### src/rtl/bscan_pkg.sv
package bscan_pkg;

  // Strobes and mode passed from the control to the cell chain
  typedef struct packed {
    logic capture;
    logic shift;
    logic updDr;
    logic extest;
  } scanCtl_t;

endpackage

### src/rtl/bscan_ctrl.sv
module bscan_ctrl
  import bscan_pkg::*;
#(
  parameter int              IR_WIDTH    = 3,
  parameter logic [IR_WIDTH-1:0] EXTEST_CODE = '0
) (
  input  logic                tck,
  input  logic                trstN,
  input  logic                captureDr,
  input  logic                shiftDr,
  input  logic                updateDr,
  input  logic                updateIr,
  input  logic [IR_WIDTH-1:0] irCode,
  output scanCtl_t            ctl
);

  logic extestReg;

  // The instruction becomes current on the falling edge in Update-IR
  always_ff @(negedge tck or negedge trstN) begin
    if (!trstN)        extestReg <= 1'b0;
    else if (updateIr) extestReg <= (irCode == EXTEST_CODE);
  end

  always_comb begin
    ctl.capture = captureDr;
    ctl.shift   = shiftDr;
    ctl.updDr   = updateDr;
    ctl.extest  = extestReg;
  end


  mode_hold_chk: assert property (@(negedge tck) disable iff (!trstN)
    !$past(updateIr) |-> $stable(extestReg));

endmodule

### src/rtl/bscan_chain.sv
module bscan_chain
  import bscan_pkg::*;
#(
  parameter int NUM_PADS = 4
) (
  input  logic                tck,
  input  logic                trstN,
  input  scanCtl_t            ctl,
  input  logic                tdi,
  input  logic [NUM_PADS-1:0] coreOut,
  input  logic [NUM_PADS-1:0] coreOe,
  input  logic [NUM_PADS-1:0] padIn,
  output logic [NUM_PADS-1:0] padOut,
  output logic [NUM_PADS-1:0] padOe,
  output logic [NUM_PADS-1:0] coreIn,
  output logic                tdo
);

  localparam int CHAIN_LEN = 3 * NUM_PADS;
  localparam int LAST      = CHAIN_LEN - 1;

  logic [LAST:0] shiftStage;
  logic [LAST:0] updLatch;
  logic [LAST:0] captureVal;
  logic [LAST:0] shiftNext;

  // Per pad: cell 3p = input, 3p+1 = output, 3p+2 = enable
  for (genvar p = 0; p < NUM_PADS; p++) begin : gPad
    localparam int B = 3 * p;
    assign captureVal[B]   = padIn[p];
    assign captureVal[B+1] = coreOut[p];
    assign captureVal[B+2] = coreOe[p];
    assign coreIn[p] = ctl.extest ? updLatch[B]   : padIn[p];
    assign padOut[p] = ctl.extest ? updLatch[B+1] : coreOut[p];
    assign padOe[p]  = ctl.extest ? updLatch[B+2] : coreOe[p];
  end

  assign shiftNext = {shiftStage[LAST-1:0], tdi};

  always_ff @(posedge tck or negedge trstN) begin
    if (!trstN)           shiftStage <= '0;
    else if (ctl.capture) shiftStage <= captureVal;
    else if (ctl.shift)   shiftStage <= shiftNext;
  end

  // Update latches load on every Update-DR, whatever the instruction
  always_ff @(negedge tck or negedge trstN) begin
    if (!trstN)         updLatch <= '0;
    else if (ctl.updDr) updLatch <= shiftStage;
  end

  always_ff @(negedge tck or negedge trstN) begin
    if (!trstN) tdo <= 1'b0;
    else        tdo <= shiftStage[LAST];
  end


  latch_hold_chk: assert property (@(negedge tck) disable iff (!trstN)
    !$past(ctl.updDr) |-> $stable(updLatch));


  capture_ends_chk: assert property (@(posedge tck) disable iff (!trstN)
    ctl.capture |=> (shiftStage[0] == $past(padIn[0])) &&
                    (shiftStage[LAST] == $past(coreOe[NUM_PADS-1])));


  shift_entry_chk: assert property (@(posedge tck) disable iff (!trstN)
    (ctl.shift && !ctl.capture) |=> shiftStage[0] == $past(tdi));


  tdo_track_chk: assert property (@(posedge tck) disable iff (!trstN)
    tdo == shiftStage[LAST]);

endmodule

### src/rtl/bscan_io_chain.sv
module bscan_io_chain
  import bscan_pkg::*;
#(
  parameter int NUM_PADS = 4,
  parameter int IR_WIDTH = 3
) (
  input  logic                tck,
  input  logic                trstN,
  input  logic                captureDr,
  input  logic                shiftDr,
  input  logic                updateDr,
  input  logic                updateIr,
  input  logic [IR_WIDTH-1:0] irCode,
  input  logic                tdi,
  output logic                tdo,
  input  logic [NUM_PADS-1:0] coreOut,
  input  logic [NUM_PADS-1:0] coreOe,
  input  logic [NUM_PADS-1:0] padIn,
  output logic [NUM_PADS-1:0] padOut,
  output logic [NUM_PADS-1:0] padOe,
  output logic [NUM_PADS-1:0] coreIn
);

  scanCtl_t ctl;

  bscan_ctrl #(
    .IR_WIDTH   (IR_WIDTH),
    .EXTEST_CODE('0)
  ) uCtrl (
    .tck      (tck),
    .trstN    (trstN),
    .captureDr(captureDr),
    .shiftDr  (shiftDr),
    .updateDr (updateDr),
    .updateIr (updateIr),
    .irCode   (irCode),
    .ctl      (ctl)
  );

  bscan_chain #(
    .NUM_PADS(NUM_PADS)
  ) uChain (
    .tck    (tck),
    .trstN  (trstN),
    .ctl    (ctl),
    .tdi    (tdi),
    .coreOut(coreOut),
    .coreOe (coreOe),
    .padIn  (padIn),
    .padOut (padOut),
    .padOe  (padOe),
    .coreIn (coreIn),
    .tdo    (tdo)
  );

endmodule

### config.mk
export PLATFORM = sky130hd
export DESIGN_NAME = bscan_io_chain
export DESIGN_NICKNAME = d
export VERILOG_FILES = /design/src/rtl/bscan_pkg.sv /design/src/rtl/bscan_ctrl.sv /design/src/rtl/bscan_chain.sv /design/src/rtl/bscan_io_chain.sv
export SDC_FILE = /design/constraint.sdc
export NUM_CORES = 1
export LEC_CHECK = 0
export BUFFER_PORTS_ARGS = -buffer_cell sky130_fd_sc_hd__buf_4
export CELL_PAD_IN_SITES_DETAIL_PLACEMENT = 1
export CELL_PAD_IN_SITES_GLOBAL_PLACEMENT = 1
export CORE_MARGIN = 1
export CORE_UTILIZATION = 42
export DETAILED_ROUTE_END_ITERATION = 7
export HOLD_SLACK_MARGIN = 0.02
export PLACE_DENSITY = 0.88
export RECOVER_POWER = 50
export SLEW_MARGIN = 20
export SYNTH_ARGS = -nofsm -noshare
export SYNTH_HDL_FRONTEND = slang
export SYNTH_SLANG_ARGS = --single-unit
### constraint.sdc
create_clock -name tck -period 2.9 [get_ports tck]
set_clock_uncertainty 0.15 [all_clocks]
set_input_delay 0.29 -clock tck [delete_from_list [all_inputs] [get_ports tck]]
set_output_delay 0.29 -clock tck [all_outputs]
set_load 0.02 [all_outputs]
==> out/qor.yml <==
route:
  firstDrtPassIters: 2
  route.detailed.drc: 0
  detail_route.wl_per_cell_microns: 17.2
  drt_iter0_drc: 15
  viasPerCell: 5.41
  route.vias.total: 876
  postRouteAntennaNets: 0
  drt-total-wl_mm: 2.79
synthesis:
  synth_area_leaders: "dfrtn_1 29%, dfrtp_1 25%, mux2_2 23%"
  avgSynthCellArea_sq_um: 13.0
  ys_seq_area_frac: 0.540
  syn_nets: 115
  syn_area_sq_um: 1200
  synth_seq_cells: 26
  synthDominantCellAreaShare: 0.291
  synth_cell_types: 13
  syn_inst: 93
  synth_warnings: 0
  synth_top_area_cell: "dfrtn_1"
power:
  p_int_w: 0.000666
  p_sw_w: 0.000232
  power.leakage_nw: 0.805
  power.density_nw_per_um2: 543
  ir_worst_vdd_mv: 0.319
  clkPwrFrac: 0.284
  sequentialPowerShare: 0.491
  p_sw_frac: 0.258
  combPwrFrac: 0.224
critical_path:
  reg2reg_slack_ns: 0.42
  critPathRequiredTime_ns: 2.46
  arrival_ns: 2.89
  worstSetupEndpointType: "primary output"
  reg2reg_from: "uChain.shiftStage[8]"
  r2r_end: "uChain.updLatch[8]"
  r2r_cells: 1
  critPathKind: "reg -> out"
  cp-start-kind: "flop"
  crit_fanout: 5
placed_design:
  hpwl_mm: 1.92
  portBuffers: 34
  gp_congestion: 0.730
  pre_cts_ws_ns: -0.0668
  post_dp_cell_area_sq_um: 1480
die:
  rows: 19
  die_area_sq_um: 3090
  coreArea_sq_um: 2730
  die_h_microns: 55.6
  initial_core_util: 0.441
  die_w_microns: 55.6
  io_pins: 35
timing:
  slew_violations: 0
  slew_headroom: 0.770
  tightest_slew_ns: 0.345
  hold_violations: 0
  finalSetupViolCount: 12
  grt_setup_unrepaired: "true"
  setup_ws_ns: -0.427
clocking:
  clk_latency_ns: 0.33
  h-tree-depth: 1
  numCtsBuffers: 3
  cts_setup_buffers: 0
  clock_sinks: 26
  cts_tree: "built"
  cts-root-buf: "clkbuf_4"
  cts_buffer_depth: 2
  clk_pin_slew_worst_paths_ns: 0.15
global_routing:
  grt_usage: 0.206
  overflow: 0
  grt_pass1_vias: 1002
  grt_max_degree: 27
  antenna_found_initial: 0
  grt_pass1_wl_mm: 4.78
final_layout:
  drive_gt1_frac: 0.496
  utilization: 0.605
  area_growth_pct: 37.2
  diodes: 0
  layout.nets: 154
  design_area_sq_um: 1650
outcome:
  violations: "negative setup slack"
  outcome: "complete, but fails checks"
worst_hold_path:
  hold_path_depth: 3
  worstHoldPathType: "in -> reg"
  hp-start: "coreOe[1]"
  hold_end: "uChain.shiftStage[5]"
job:
  maxCapViolCount: 0
synth_stat cells, drive strengths merged:
library cell  instances
dfrtn                14
mux2                 25
dfrtp                12
nor3                  1
clkbuf                1
nand2                12
mux2i                12
buf                   4
o21ai                12
kinds of logic after synthesis:
logic type      after synthesis  share of synthesized area
compound gates               12                     0.0530
buf+inv                       5                     0.0322
flops                        26                      0.540
mux                          37                      0.333
simple gates                 13                     0.0415
layer usage:
| metal | vias to the layer above | track usage | part of all wire |
|---|---|---|---|
| met2 | 26 | 0.373 | 0.55 |
| li1 | 403 | - | - |
| met5 | - | 0 | 0 |
| met1 | 442 | 0.231 | 0.40 |
| met3 | 5 | 0.0375 | 0.033 |
| met4 | 0 | 0.0964 | 0.018 |
registers in the layout, summed over array words and instances, names as in the netlist:
register	flops
uChain.shiftStage	12
uCtrl.extestReg	1
uChain.tdo	1
uChain.updLatch	12
critical path, stage by stage, from the launching register on:
cell and delay, ns:
dfrtn_1 0.51, buf_6 0.16, mux2_4 0.31, buf_6 0.13
power by group through the flow:
stage / combinational, W / clock [W] / sequential, W
2_1_floorplan: 0.000105 / 0 / 0.000436
3_3_place_gp: 0.000171 / 0 / 0.000441
3_5_place_dp: 0.000178 / 0 / 0.000446
4_1_cts: 0.000203 / 0.000261 / 0.000440
5_1_grt: 0.000218 / 0.000270 / 0.000448
6_report: 0.000201 / 0.000255 / 0.000441
cells in the final DEF (no fill, tap or decap):
master         instances
bufinv_16              1
buf_6                 15
o21ai_2                1
o21ai_0               11
mux2i_1               12
mux2_1                 1
buf_4                 21
clkbuf_4               3
dlygate4sd3_1          2
mux2_2                12
dfrtn_1               14
mux2_4                12
nor3_1                 1
clkbuf_1               1
nand2_1               12
dfrtp_1               12
what timing repair did:
action	in CTS	in global routing
resized for setup	23	4
hold endpoints to repair	13	0
setup endpoints to repair	12	12
hold buffers	2	0
through the flow:
step,TNS [ns],power (W),hold WS [ns],instances
2_1_floorplan,0,0.000541,-0.156,93
3_3_place_gp,-0.250,0.000611,0.0611,156
3_5_place_dp,-0.493,0.000624,0.0716,156
4_1_cts,-4.96,0.000904,0.0236,162
5_1_grt,-5.40,0.000936,0.0334,162
6_report,-4.92,0.000897,0.0252,162
worst max-delay path by stage:
stage                          from   endpoint  slack [ns]  cells after the start
CTS                 uCtrl.extestReg  coreIn[1]       -0.43                      3
global placement    uCtrl.extestReg  coreIn[1]       -0.04                      3
floorplan           uCtrl.extestReg  coreIn[0]        0.02                      2
global route        uCtrl.extestReg  coreIn[1]       -0.47                      3
finish              uCtrl.extestReg  coreIn[1]       -0.43                      3
detailed placement  uCtrl.extestReg  coreIn[1]       -0.07                      3
final cells by class:
class / count / area (sq um)
multi-input cells: 62 / 561
clock buffers: 3 / 22.5
clock inverters: 1 / 30.0
fillers: 281 / 1080
well taps: 31 / 38.8
flip-flops and latches: 26 / 651
repair buffers: 39 / 350
No activity file was read; power rests on OpenSTA's default activity.
